<file path="config.mk">
export PLATFORM = sky130hd
export DESIGN_NAME = gpio_bitop_port
export DESIGN_NICKNAME = d
export VERILOG_FILES = /design/src/rtl/gpio_bitop_port.sv
export SDC_FILE = /design/constraint.sdc
export NUM_CORES = 1
export LEC_CHECK = 0
export ABC_AREA = 1
export BUFFER_PORTS_ARGS = -buffer_cell sky130_fd_sc_hd__buf_2
export CAP_MARGIN = 20
export CORE_MARGIN = 8
export CORE_UTILIZATION = 33
export DETAILED_ROUTE_END_ITERATION = 7
export SYNTH_ARGS = -nofsm -noshare
export SYNTH_HDL_FRONTEND = slang
export SYNTH_SLANG_ARGS = --single-unit
</file>
<file path="constraint.sdc">
create_clock -name clk -period 1.3 [get_ports clk]
set_clock_uncertainty 0.15 [all_clocks]
set_input_delay 0.195 -clock clk [delete_from_list [all_inputs] [get_ports clk]]
set_output_delay 0.195 -clock clk [all_outputs]
set_load 0.05 [all_outputs]
</file>
<file path="src/rtl/gpio_bitop_port.sv">
module gpio_bitop_port #(
  parameter int WIDTH = 8
) (
  input  logic                       clk,
  input  logic                       rst_n,
  input  logic                       bus_addr,
  input  logic                       bus_wr,
  input  logic                       bus_rd,
  input  logic [WIDTH-1:0]           bus_wdata,
  output logic [WIDTH-1:0]           bus_rdata,
  input  logic                       cmd_valid,
  input  logic                       cmd_set,
  input  logic [$clog2(WIDTH)-1:0]   cmd_bit,
  input  logic                       cmd_sel,
  output logic                       busy,
  input  logic [WIDTH-1:0]           pin_in,
  output logic [WIDTH-1:0]           pin_out,
  output logic [WIDTH-1:0]           pin_oe,
  output logic [WIDTH-1:0]           pin_pu
);
  localparam int IW = $clog2(WIDTH);

  typedef enum logic [1:0] {S_IDLE, S_READ, S_MOD, S_WRITE} seq_t;

  seq_t             st;
  logic [WIDTH-1:0] dir_q, dat_q, pin_q, hold_q;
  logic             op_q, sel_q;
  logic [IW-1:0]    idx_q;

  function automatic logic [WIDTH-1:0] reg_view(input logic sel);
    return sel ? ((dat_q & dir_q) | (pin_q & ~dir_q)) : {WIDTH{1'b1}};
  endfunction

  assign busy      = (st != S_IDLE);
  assign bus_rdata = bus_rd ? reg_view(bus_addr) : '0;
  assign pin_oe    = dir_q;
  assign pin_out   = dat_q;
  assign pin_pu    = ~dir_q & dat_q;

  wire accept  = cmd_valid && !busy;
  wire host_wr = bus_wr && !busy;

  always_ff @(posedge clk or negedge rst_n) begin
    if (!rst_n) begin
      st     <= S_IDLE;
      dir_q  <= '0;
      dat_q  <= '0;
      pin_q  <= '0;
      hold_q <= '0;
      op_q   <= 1'b0;
      sel_q  <= 1'b0;
      idx_q  <= '0;
    end else begin
      pin_q <= pin_in;
      if (host_wr) begin
        if (bus_addr) dat_q <= bus_wdata;
        else          dir_q <= bus_wdata;
      end
      case (st)
        S_IDLE: if (accept) begin
          op_q  <= cmd_set;
          sel_q <= cmd_sel;
          idx_q <= cmd_bit;
          st    <= S_READ;
        end
        S_READ: begin
          hold_q <= reg_view(sel_q);
          st     <= S_MOD;
        end
        S_MOD: begin
          hold_q[idx_q] <= op_q;
          st            <= S_WRITE;
        end
        default: begin
          if (sel_q) dat_q <= hold_q;
          else       dir_q <= hold_q;
          st <= S_IDLE;
        end
      endcase
    end
  end

  assert_dir_reads_ones_R3: assert property (@(posedge clk) disable iff (!rst_n)
    (bus_rd && !bus_addr) |-> (bus_rdata == {WIDTH{1'b1}}));

  assert_pullup_only_inputs_R5: assert property (@(posedge clk) disable iff (!rst_n)
    (pin_pu & pin_oe) == '0);

  assert_busy_three_cycles_R7: assert property (@(posedge clk) disable iff (!rst_n)
    $rose(busy) |=> busy ##1 busy ##1 !busy);

  assert_regs_frozen_while_busy_R6: assert property (@(posedge clk) disable iff (!rst_n)
    (busy && st != S_WRITE) |=> ($stable(pin_oe) && $stable(pin_out)));

  assert_single_bit_change_R8: assert property (@(posedge clk) disable iff (!rst_n)
    (st == S_MOD) |=> ($countones(hold_q ^ $past(hold_q)) <= 1));

  assert_write_back_dir_R8: assert property (@(posedge clk) disable iff (!rst_n)
    (st == S_WRITE && !sel_q) |=> (pin_oe == $past(hold_q)));

  assert_no_retrigger_R10: assert property (@(posedge clk) disable iff (!rst_n)
    (st == S_READ) |=> (st == S_MOD));
endmodule

</file>
==> summary.md <==
| Metric | Value |
|---|---|
| Status | `complete, but fails checks` |
| Failing checks | `setup timing` |
| Compound-Gate Fraction of Synth Area | `1.21%` |
| LEAKAGE | `around 2.1 nW` |
| Post-Synth Simple-Gate Area | `40.3%` |
| Total global routing overflow | `0` |
| Worst rel slew slack | `approximately 73%` |
| Critical Path Start Type | `register` |
| Final HPWL DP | `4740 um` |
| DRC | `0` |
| Yosys cell types | `17` |
| Pre-antenna DRT Iters | `4` |
| Initial antenna violation count | `0` |
| CP Data Arrival Time | `approximately 1.3 ns` |
| Post-synthesis adder-cell area fraction | `2.31%` |
| # nets final | `498` |
| Synth Instances | `312` |
| Vias per cell | `4.61` |
| Crit path largest cell delay | `0.42 ns` |
| Worst skew pair latency | `0.29 ns` |
| Worst hold slack | `0.0217 ns` |
| Area added between synthesis and finish | `92.6%` |
| Yosys top cell area share | `about 45%` |
| Placed cell count | `490` |
| Ant diodes | `0` |
| Met2 routed wirelength | `3900 um` |
| Sequential cell area | `996 um^2` |
| Syn avg cell area | `6.95 um^2` |
| Finished Layout Cells | `545` |
| Root Buffer | `clkbuf_8` |
| CTS buffer count | `5` |
| Crit-path leading delay family | `buffers and inverters` |
| Placed inst area | `slightly above 3000 um^2` |
| CTS sink count | `39` |
| Max_cap viols | `0` |
| CP Capture Type | `output port` |
| WP data required | `around 0.95 ns` |
| Yosys reg bits | `39` |
| Final Worst Setup Slack | `-0.343 ns` |
| Global-route wire length before repair | `between 10000 and 15000 um` |
| Commonest non-fill, non-tap cell in the layout | `nand2_1` |
| Post-layout total power | `12.0 mW` |
| WL met1 | `3070 um` |
| Layout cell share with drive strength beyond 1 | `56.4%` |
| Die width | `97.1 um` |
| Pins Over Slew Limit | `0` |
| Seq/Total Area, Yosys | `45.0%` |
| Combinational family with the most area after synthesis | `simple AND/OR/NAND/NOR gates` |
| Global Route Usage Sum | `16.0%` |
| Measured slew at the worst slew-check pin | `0.408 ns` |
| Filler instances | `approximately 510` |
| Fmax | `between 600 and 700 MHz` |
| Ys Warns | `0` |
| DRT Wirelength | `7640 um` |
| Critical-path cell list | `inv_2 -> ha_4 -> buf_12 -> clkinvlp_4 -> buf_8` |
| RD Place Congestion | `0.802` |
| Die ar. | `9420 um^2` |
| Antenna viol nets, final | `0` |
| Initial core utilization | `between 30% and 40%` |
| CP Max Fanout | `2` |
| Mapped cell area | `2170 um^2` |
| Largest cells by area after synthesis | `dfrtp_1 (45%), nand2_1 (21%), nand3_1 (12%)` |
| CTS max path bufs | `2` |
| IO buf count | `59` |
| Commonest non-fill, non-tap cells in the layout | `nand2_1 (92), buf_4 (62), nand3_1 (40)` |
| RSZ-0062 raised after global routing | `true` |
| WL met3 | `roughly 430 um` |
| CP Class | `reg -> out` |
| WP buf/inv | `4` |
| CTS tree | `built` |
| Final hold vios | `0` |
| Core footprint | `6350 um^2` |
| Hold Crit Class | `in -> reg` |
| Layout Utilization | `between 60% and 70%` |
| Total number of vias | `between 2000 and 3000` |
| VDD IR-drop max | `approximately 2.4 mV` |
| Period minus WS final | `1.64 ns` |
| Fin crit share | `126%` |
| TNS Setup | `-10.84 ns` |
| I/O pin total | `60` |
| Vias in the first global route | `around 2600` |
| Uppermost routed layer | `met4` |
| Power Dens Cells | `2870 nW/um^2` |
| Num rows | `29` |
| Clk slew on worst S/H paths | `0.08 ns` |
| Critical Path Slowest Stage Cell | `dfrtp_1` |
| Area of the multi-input gates | `1270 um^2` |
| Chip height | `97.1 um` |
| Initial DRC count | `73` |
| WL/cell | `14.0 um` |
| Synth Area in XOR/XNOR | `0%` |
| Final setup vio count | `60` |
| Mux contribution to synthesized area | `0%` |
| Synth Net Count | `343` |
| CTS H-Tree Depth | `2` |
| Yosys top cell by area | `dfrtp_1` |
| Design area | `4180 um^2` |
| Worst slack, placed | `-0.212 ns` |
| Largest net degree at the start of global routing | `29` |
final timing paths:
kind	cells past startpoint	slack, ns	end	startpoint
min	3	0.02	idx_q[2]	cmd_bit[2]
max in group asynchronous	3	0.35	pin_oe[1]	rst_n
max reg2reg	8	-0.27	pin_out[1]	st[1]
min in group asynchronous	2	0.18	sel_q	rst_n
max	5	-0.34	busy	st[1]
min reg2reg	2	0.36	pin_out[4]	hold_q[4]
synthesized netlist by cell type (all sizes together):
| library cell | n |
|---|---|
| o21ai | 2 |
| clkbuf | 1 |
| inv | 54 |
| a21oi | 2 |
| nor2 | 26 |
| nand3 | 53 |
| o22ai | 1 |
| dfrtp | 39 |
| ha | 4 |
| buf | 5 |
| nand2 | 125 |
per-layer routing:
metal  GRT usage (%)  up-vias
met3            4.20       19
met1            18.0     1164
met4            6.75        0
met2            27.7       78
met5               0        -
li1                -     1254
flip-flops by register name, summed over array words and instances (netlist names):
signal	cells
hold_q	8
pin_q	8
st	2
idx_q	3
pin_oe	8
sel_q	1
op_q	1
pin_out	8
kinds of logic (layout without fill, tap and decap cells):
group | count (synthesis) | after routing
buf+inv | 60 | 216
flops | 39 | 39
fa+ha+maj | 4 | 4
simple gates | 204 | 204
compound gates | 5 | 5
tightest hold or removal path, delay by kind of cell:
| kind | cells | cell delay, ns |
|---|---|---|
| and+or+nand+nor | 1 | 0.09 |
| AOI/OAI and AO/OA | 1 | 0.04 |
| buffers and inverters | 1 | 0.12 |
layout make-up:
cell class | instances | area share (%)
well taps | 77 | 2.31
clock inverters | 3 | 1.05
inverters | 54 | 6.02
multi-input cells | 213 | 30.3
flip-flops and latches | 39 | 23.8
repair buffers | 154 | 34.8
clock buffers | 5 | 1.65
timing repair:
item / 4_1_cts / 5_1_grt
endpoints found under the hold margin: 51 / 0
gates cloned: 1 / 0
gates resized for setup: 147 / 56
pin swaps: 32 / 34
hold buffers: 13 / 0
setup endpoints to repair: 60 / 64
buffers inserted: 21 / 21
power breakdown:
| group | switching [mW] | internal, mW | total (mW) |
|---|---|---|---|
| clock network | 0.464 | 0.572 | 1.04 |
| registers | 0.546 | 1.79 | 2.34 |
| logic | 4.61 | 4.00 | 8.61 |
(Power assumes the default switching activity.)
